[src/rtl/bcg_pkg.sv]
package bcg_pkg;
    typedef enum logic [2:0] {
        BLEN_1    = 3'd0,
        BLEN_2    = 3'd1,
        BLEN_4    = 3'd2,
        BLEN_8    = 3'd3,
        BLEN_PAGE = 3'd7
    } blen_code_e;

    typedef enum logic {
        ORD_SEQ = 1'b0,
        ORD_ILV = 1'b1
    } order_e;
endpackage

[src/rtl/bcg_len_decode.sv]
module bcg_len_decode #(
    parameter int COL_W = 8
) (
    input  logic [2:0]       code_i,
    output logic [COL_W-1:0] mask_o,
    output logic             full_o
);
    import bcg_pkg::*;

    always_comb begin
        mask_o = '0;
        full_o = 1'b0;
        case (code_i)
            BLEN_2:    mask_o = COL_W'(1);
            BLEN_4:    mask_o = COL_W'(3);
            BLEN_8:    mask_o = COL_W'(7);
            BLEN_PAGE: begin
                mask_o = '1;
                full_o = 1'b1;
            end
            default:   mask_o = '0;
        endcase
    end
endmodule

[src/rtl/bcg_addr_step.sv]
module bcg_addr_step #(
    parameter int COL_W = 8
) (
    input  logic [COL_W-1:0] base_i,
    input  logic [COL_W-1:0] beat_i,
    input  logic [COL_W-1:0] mask_i,
    input  logic             ilv_i,
    output logic [COL_W-1:0] addr_o
);
    logic [COL_W-1:0] sum_w;
    logic [COL_W-1:0] seq_w;
    logic [COL_W-1:0] ilv_w;

    always_comb begin
        sum_w  = base_i + beat_i;
        seq_w  = (base_i & ~mask_i) | (sum_w & mask_i);
        ilv_w  = base_i ^ (beat_i & mask_i);
        addr_o = ilv_i ? ilv_w : seq_w;
    end
endmodule

[src/rtl/burst_col_gen.sv]
module burst_col_gen #(
    parameter int COL_W = 8
) (
    input  logic             clk,
    input  logic             rst_n,
    input  logic             start_i,
    input  logic [COL_W-1:0] start_col_i,
    input  logic [2:0]       blen_i,
    input  logic             order_i,
    input  logic             stop_i,
    output logic [COL_W-1:0] col_o,
    output logic             valid_o,
    output logic             last_o
);
    typedef struct packed {
        logic             active;
        logic             last;
        logic             full;
        logic             ilv;
        logic [COL_W-1:0] mask;
        logic [COL_W-1:0] base;
        logic [COL_W-1:0] idx;
        logic [COL_W-1:0] col;
    } state_t;

    state_t           st_d, st_q;
    logic [COL_W-1:0] dec_mask;
    logic             dec_full;
    logic [COL_W-1:0] idx_nx;
    logic [COL_W-1:0] step_addr;

    bcg_len_decode #(.COL_W(COL_W)) u_dec (
        .code_i (blen_i),
        .mask_o (dec_mask),
        .full_o (dec_full)
    );

    assign idx_nx = st_q.idx + COL_W'(1);

    bcg_addr_step #(.COL_W(COL_W)) u_step (
        .base_i (st_q.base),
        .beat_i (idx_nx),
        .mask_i (st_q.mask),
        .ilv_i  (st_q.ilv),
        .addr_o (step_addr)
    );

    always_comb begin
        st_d = st_q;
        if (start_i) begin
            st_d.active = 1'b1;
            st_d.idx    = '0;
            st_d.mask   = dec_mask;
            st_d.full   = dec_full;
            st_d.ilv    = order_i & ~dec_full;
            st_d.base   = start_col_i;
            st_d.col    = start_col_i;
            st_d.last   = (dec_mask == '0) && !dec_full;
        end else if (stop_i) begin
            st_d.active = 1'b0;
            st_d.last   = 1'b0;
        end else if (st_q.active) begin
            if (st_q.last) begin
                st_d.active = 1'b0;
                st_d.last   = 1'b0;
            end else begin
                st_d.idx  = idx_nx;
                st_d.col  = step_addr;
                st_d.last = (idx_nx == st_q.mask) && !st_q.full;
            end
        end
    end

    always_ff @(posedge clk or negedge rst_n) begin
        if (!rst_n) begin
            st_q <= '0;
        end else begin
            st_q <= st_d;
        end
    end

    assign col_o   = st_q.col;
    assign valid_o = st_q.active;
    assign last_o  = st_q.last;

    assert_last_in_burst_R5: assert property (@(posedge clk) disable iff (!rst_n)
        last_o |-> valid_o);

    assert_first_beat_R2: assert property (@(posedge clk) disable iff (!rst_n)
        start_i |=> (valid_o && col_o == $past(start_col_i)));

    assert_stop_ends_R7: assert property (@(posedge clk) disable iff (!rst_n)
        (stop_i && !start_i) |=> (!valid_o && !last_o));

    assert_drop_after_last_R5: assert property (@(posedge clk) disable iff (!rst_n)
        (last_o && !start_i) |=> !valid_o);

    assert_block_kept_R3: assert property (@(posedge clk) disable iff (!rst_n)
        (valid_o && !last_o && !start_i && !stop_i)
        |=> ((col_o & ~st_q.mask) == ($past(col_o) & ~st_q.mask)));
endmodule

[config.mk]
export PLATFORM = sky130hd
export DESIGN_NAME = burst_col_gen
export DESIGN_NICKNAME = d
export VERILOG_FILES = /design/src/rtl/bcg_pkg.sv /design/src/rtl/bcg_len_decode.sv /design/src/rtl/bcg_addr_step.sv /design/src/rtl/burst_col_gen.sv
export SDC_FILE = /design/constraint.sdc
export NUM_CORES = 1
export LEC_CHECK = 0
export BUFFER_PORTS_ARGS = -buffer_cell sky130_fd_sc_hd__buf_2
export CORE_MARGIN = 2
export CORE_UTILIZATION = 54
export CTS_CLUSTER_DIAMETER = 50
export DETAILED_ROUTE_END_ITERATION = 8
export PLACE_DENSITY = 0.82
export REMOVE_ABC_BUFFERS = 1
export SETUP_SLACK_MARGIN = 0.2
export SLEW_MARGIN = 0
export SYNTH_ARGS = -nofsm -noshare
export SYNTH_HDL_FRONTEND = slang
export SYNTH_SLANG_ARGS = --single-unit
export TNS_END_PERCENT = 5
[constraint.sdc]
create_clock -name clk -period 3.15 [get_ports clk]
set_input_delay 0.315 -clock clk [delete_from_list [all_inputs] [get_ports clk]]
set_output_delay 0.315 -clock clk [all_outputs]
set_load 0.02 [all_outputs]
# --- Yosys cells after proc, flatten, opt, wreduce, memory -nomap -nowiden ---
# Cells that the tools add are included.
word_totals:
  output_inout_bits: 10
  inputBits: 16
  regBits: 36
  wordCells: 45
classes:
  n_mux: 12
  bitwise_logic: 8
  n_addsub: 2
  n_eq_ne: 7
  n_reduce_logical: 8
ops:
  columns: ["operator", "count"]
  rows:
  - ["two-way mux 16 bit", 4]
  - ["case mux 8 bit (4 select lines)", 1]
  - ["bitwise AND 8 bit", 3]
  - ["adder 8 x 1 -> 8 bit, second input constant", 1]
  - ["adder 8 bit", 1]
  - ["== test 8 bit", 1]
  - ["zero test 8 bit", 1]
  - ["two-way mux 8 bit", 1]
  - ["NOT 8 bit", 1]
  - ["OR 8 bit", 1]
  - ["XOR 8 bit", 1]
  - ["== test 3 x 2 -> 1 bit, second input constant", 2]
  - ["two-way mux 2 bit", 3]
  - ["!= test 2 bit, second input constant", 2]
  - ["== test 3 x 1 -> 1 bit, second input constant", 1]
  - ["== test 3 bit, second input constant", 1]
  - ["two-way mux 1 bit", 3]
  - ["AND reduction 3 bit", 1]
  - ["nonzero test 3 bit", 1]
  - ["logical AND 1 bit", 2]
  - ["zero test 1 bit", 2]
  - ["nonzero test 2 bit", 1]
  - ["bitwise AND 1 bit", 1]
  - ["NOT 1 bit", 1]

# --- Longest topological paths before layout ---
depth:
  depth_word: 9
  depth_mapped: 11
  ltp_nobuf: 11

# --- By module ---
# A second synthesis with hierarchy kept.
hier_totals:
  hier_cells: 250
  area_unflattened_um2: 2396.0
by_module_without_submodules:
  columns: ["mod", "area_per_inst_um2", "seq_area_each_um2", "cells_each", "n_inst"]
  rows:
  - ["burst_col_gen", 1806.7, 900.9, 168, 1]
  - ["bcg_addr_step", 513.0, 0.0, 71, 1]
  - ["bcg_len_decode", 76.3, 0.0, 11, 1]

# --- Least setup slack after synthesis ---
# Ideal clock, no wire load.
synth_path:
  path_kind: "reg-to-reg"
  startpoint: "register st_q[8] (netlist bit)"
  endpoint: "register st_q (netlist bit col_o[7])"
  n_path_buf: 0
  period_less_slack_ns: 2.632
  path_stages_with_launch: 12
  setup_time_ns: 0.127
  arrival_time_ns: 2.506
  slack_ns: 0.518
  cell_sequence: "dfrtp_1 ha_1 nand3_1 or2_2 xnor2_1 ha_1 a21oi_1 o21ai_0 o211a_1 nor3_1 mux2i_1 nand3_1"
synth_between:
  elab_chain_len: 9
  elab_cells_between_ends: 11
  cone_classes: "add/sub: 2; mux: 5; bitwise: 4"
synth_lines:
  columns: ["element", "line", "text"]
  rows:
  - ["start, declared", "burst_col_gen.sv:26", "state_t st_d, st_q;"]
  - ["start signal, assigned", "burst_col_gen.sv:78", "st_q <= st_d;"]
  - ["adder 8 x 1 -> 8 bit *", "burst_col_gen.sv:38", "assign idx_nx = st_q.idx + COL_W'(1);"]
  - ["adder 8 bit", "bcg_addr_step.sv:15", "sum_w = base_i + beat_i;"]
  - ["bitwise AND 8 bit", "bcg_addr_step.sv:16", "seq_w = (base_i & ~mask_i) | (sum_w & mask_i);"]
  - ["OR 8 bit", "bcg_addr_step.sv:16", null]
  - ["two-way mux 8 bit *", "bcg_addr_step.sv:18", "addr_o = ilv_i ? ilv_w : seq_w;"]
  - ["two-way mux 16 bit *", "burst_col_gen.sv:63", "if (st_q.last) begin"]
  - ["two-way mux 16 bit *", "burst_col_gen.sv:62", "end else if (st_q.active) begin"]
  - ["two-way mux 16 bit *", "burst_col_gen.sv:59", "end else if (stop_i) begin"]
  - ["two-way mux 16 bit *", "burst_col_gen.sv:50", "if (start_i) begin"]
# Every way passes the cells marked *; elsewhere a longest branch is shown, timed or not. The select of a mux whose other input is x is not followed.
# A chain may end at the register's enable or synchronous reset.

# --- Worst setup path in the final report ---
# Ends and elaborated chain as after synthesis.

==> impl_metrics.ini <==
[timing]
rsz0062_at_grt = false
skew_ps = 4.92
min_period_ps = 2820
setup_viol = 0
tightest_slew_ps = 749
fmax_mhz = 354
tns_ps = 0
post-route-period-util = 0.896
slew_headroom = 0.501
holdWs_ps = 58.8
drv_slew = 0
hold_viol = 0

[worst_setup_path]
end_kind = register
start_kind = register
cp_data_required_time_ps = 3320
worst-setup-path-type = register to register
crit_fanout = 5
crit_arrival_ps = 3000

[cells_and_area]
nets = 281
finalNonFillerCells = 297
final_cell_area_um2 = 2340
fin_util = 0.625
diodes = 0
drive_above_1_share = 0.189
area_growth_pct = 9.55
fillers = 332

[yosys]
synth-async-reset-ratio = 1.00
synth-seq-area-share = 0.363
ys_ff_latch = 31
ys_types = 42
synthTopCellsByArea = dfrtp_1 (36%), ha_1 (9.4%), mux2_2 (4.2%)
yosys.area.top_type = dfrtp_1
syn_area_per_cell_um2 = 9.17
synth_edf_count = 0
ys.flop_type = dfrtp_1
yosysWarnings = 0
netlist_instances = 233
netlist_top_cells_count = dfrtp_1 (31), ha_1 (16), o21ai_0 (16), a21oi_1 (14), inv_1 (14)
netlist.area_leader.share = 0.363
synth_area_um2 = 2140
yosysMostFrequentCell = dfrtp_1

[global_route]
grt_start_max_net_pins = 47
antenna_found_initial = 0
grt_usage = 0.217
grt_pass1_wl_mm = 7.18
grt-ovfl-total = 0
grt_pass1_vias = 1550

[outcome]
status = complete, no violations

[cts]
worstSkewPairLatency_ps = 290
post_cts.repair.setup_buffers = 0
cts_tree = yes
h-tree-depth = 2
cts_root_buf = clkbuf_8
cts_buffers = 5
cts_num_sinks = 31
clk_pin_slew_ps = 70
clock_path_buffers = 2

[pwr]
p_per_area_nw_per_um2 = 440
irDropWorstVdd_uv = 321
p_leak_uw = 0.00108

[placed_design]
place_inst = 289
gp_congestion = 0.825
numPortBuffers = 25
dpl_cell_area_um2 = 2230
dpl.hpwl_mm = 3.03

[floorplan]
pin_count = 26
die_w_um = 66.9
start_util = 0.571
die_h_um = 66.9
core-area_um2 = 3740
die-area_um2 = 4470
num_rows = 22

[detailed_routing]
drt-initial-drc-count = 76
first_pass_iters = 4
drc = 0
avgViaCountPerCell = 5.64
vias = 1676
antenna_left = 0
routedWlPerCell_um = 14.3
wl_mm = 4.25

[job]
maxCapViolCount = 0

[hold_path]
hp-class = input port to async pin
==> cell type report <==
type	count	area, µm²	area share
multi-input cells	170	1220	0.522
flip-flops and latches	31	777	0.332
repair buffers	25	125	0.0535
clock buffers	8	100	0.0428
well taps	48	60.1	0.0257
inverters	15	56.3	0.0241
==> power breakdown <==
group	total, µW	internal, µW	switching (µW)	leakage, µW
sequential	465	431	34.1	0.000385
clock	349	199	150	0.0000515
combinational	216	90.1	126	0.000647
total	1030	720	310	0.00108
==> path summary, 6_finish.rpt <==
path	from	slack (ps)	cells after the start	endpoint
max reg2reg	st_q[8]	330	11	col_o[7]
max in group asynchronous	rst_n	2610	1	st_q[8]
min reg2reg	col_o[6]	490	2	col_o[6]
min in group clk	start_col_i[7]	250	3	col_o[7]
max	st_q[8]	330	11	col_o[7]
min	rst_n	60	1	st_q[32]
==> state kept, by name, summed over array words and instances (netlist names) <==
name and count:
valid_o 1, col_o 8, st_q 21, last_o 1
==> through the flow <==
step / setup slack (ps) / total power (µW)
after floorplan: 518 / 610
after global placement: 350 / 682
after detailed placement: 223 / 687
after CTS: 230 / 1040
after global routing: 175 / 1100
final: 327 / 1030
==> worst max-delay path, cell delays in order (launching register included) <==
cell,delay (ps)
dfrtp_2,420
ha_1,210
nand3_1,140
or2_2,370
xnor2_2,160
ha_1,350
nand2_1,80
a211oi_1,350
o31ai_1,180
nor3_2,160
mux2i_1,200
nand3_1,80
==> layout by cell type, fill, tap and decap left out, types with 2 or more instances in the layout <==
| master | count |
|---|---|
| a211oi_1 | 9 |
| a21o_1 | 3 |
| a21oi_1 | 14 |
| a22oi_1 | 2 |
| a31oi_1 | 3 |
| and3_1 | 2 |
| buf_2 | 25 |
| clkbuf_8 | 7 |
| dfrtp_1 | 30 |
| ha_1 | 16 |
| inv_1 | 14 |
| mux2_2 | 8 |
| mux2i_1 | 3 |
| nand2_1 | 13 |
| nand2b_1 | 2 |
| nand3_1 | 5 |
| nand4_1 | 2 |
| nor2_1 | 13 |
| nor2b_1 | 5 |
| nor3_1 | 8 |
| nor4_1 | 2 |
| o211ai_1 | 3 |
| o21a_1 | 2 |
| o21ai_0 | 15 |
| o31ai_1 | 2 |
| or2_2 | 3 |
| or3_1 | 5 |
| xnor2_1 | 9 |
| xor2_1 | 7 |
==> timing repair <==
action                                  4_1_cts  5_1_grt
hold buffers                                  0        0
resized for setup                             0        4
endpoints found under the setup margin        0        1
==> routing by layer <==
layer | up-vias | routed length (µm) | share of wire | track usage
li1 | 855 | - | - | -
met1 | 789 | 2120 | 0.50 | 0.290
met2 | 26 | 1910 | 0.45 | 0.339
met3 | 6 | 150 | 0.035 | 0.0524
met4 | 0 | 65 | 0.015 | 0.0816
met5 | - | 0 | 0 | 0
==> kinds of logic after synthesis <==
kind of cell,after synthesis,share of synthesized area
simple gates,65,0.160
fa+ha+maj,17,0.103
mux,11,0.0562
flops,31,0.363
xor+xnor,17,0.0697
compound gates,60,0.177
buf+inv,32,0.0709
No activity file was read; power rests on OpenSTA's default activity.
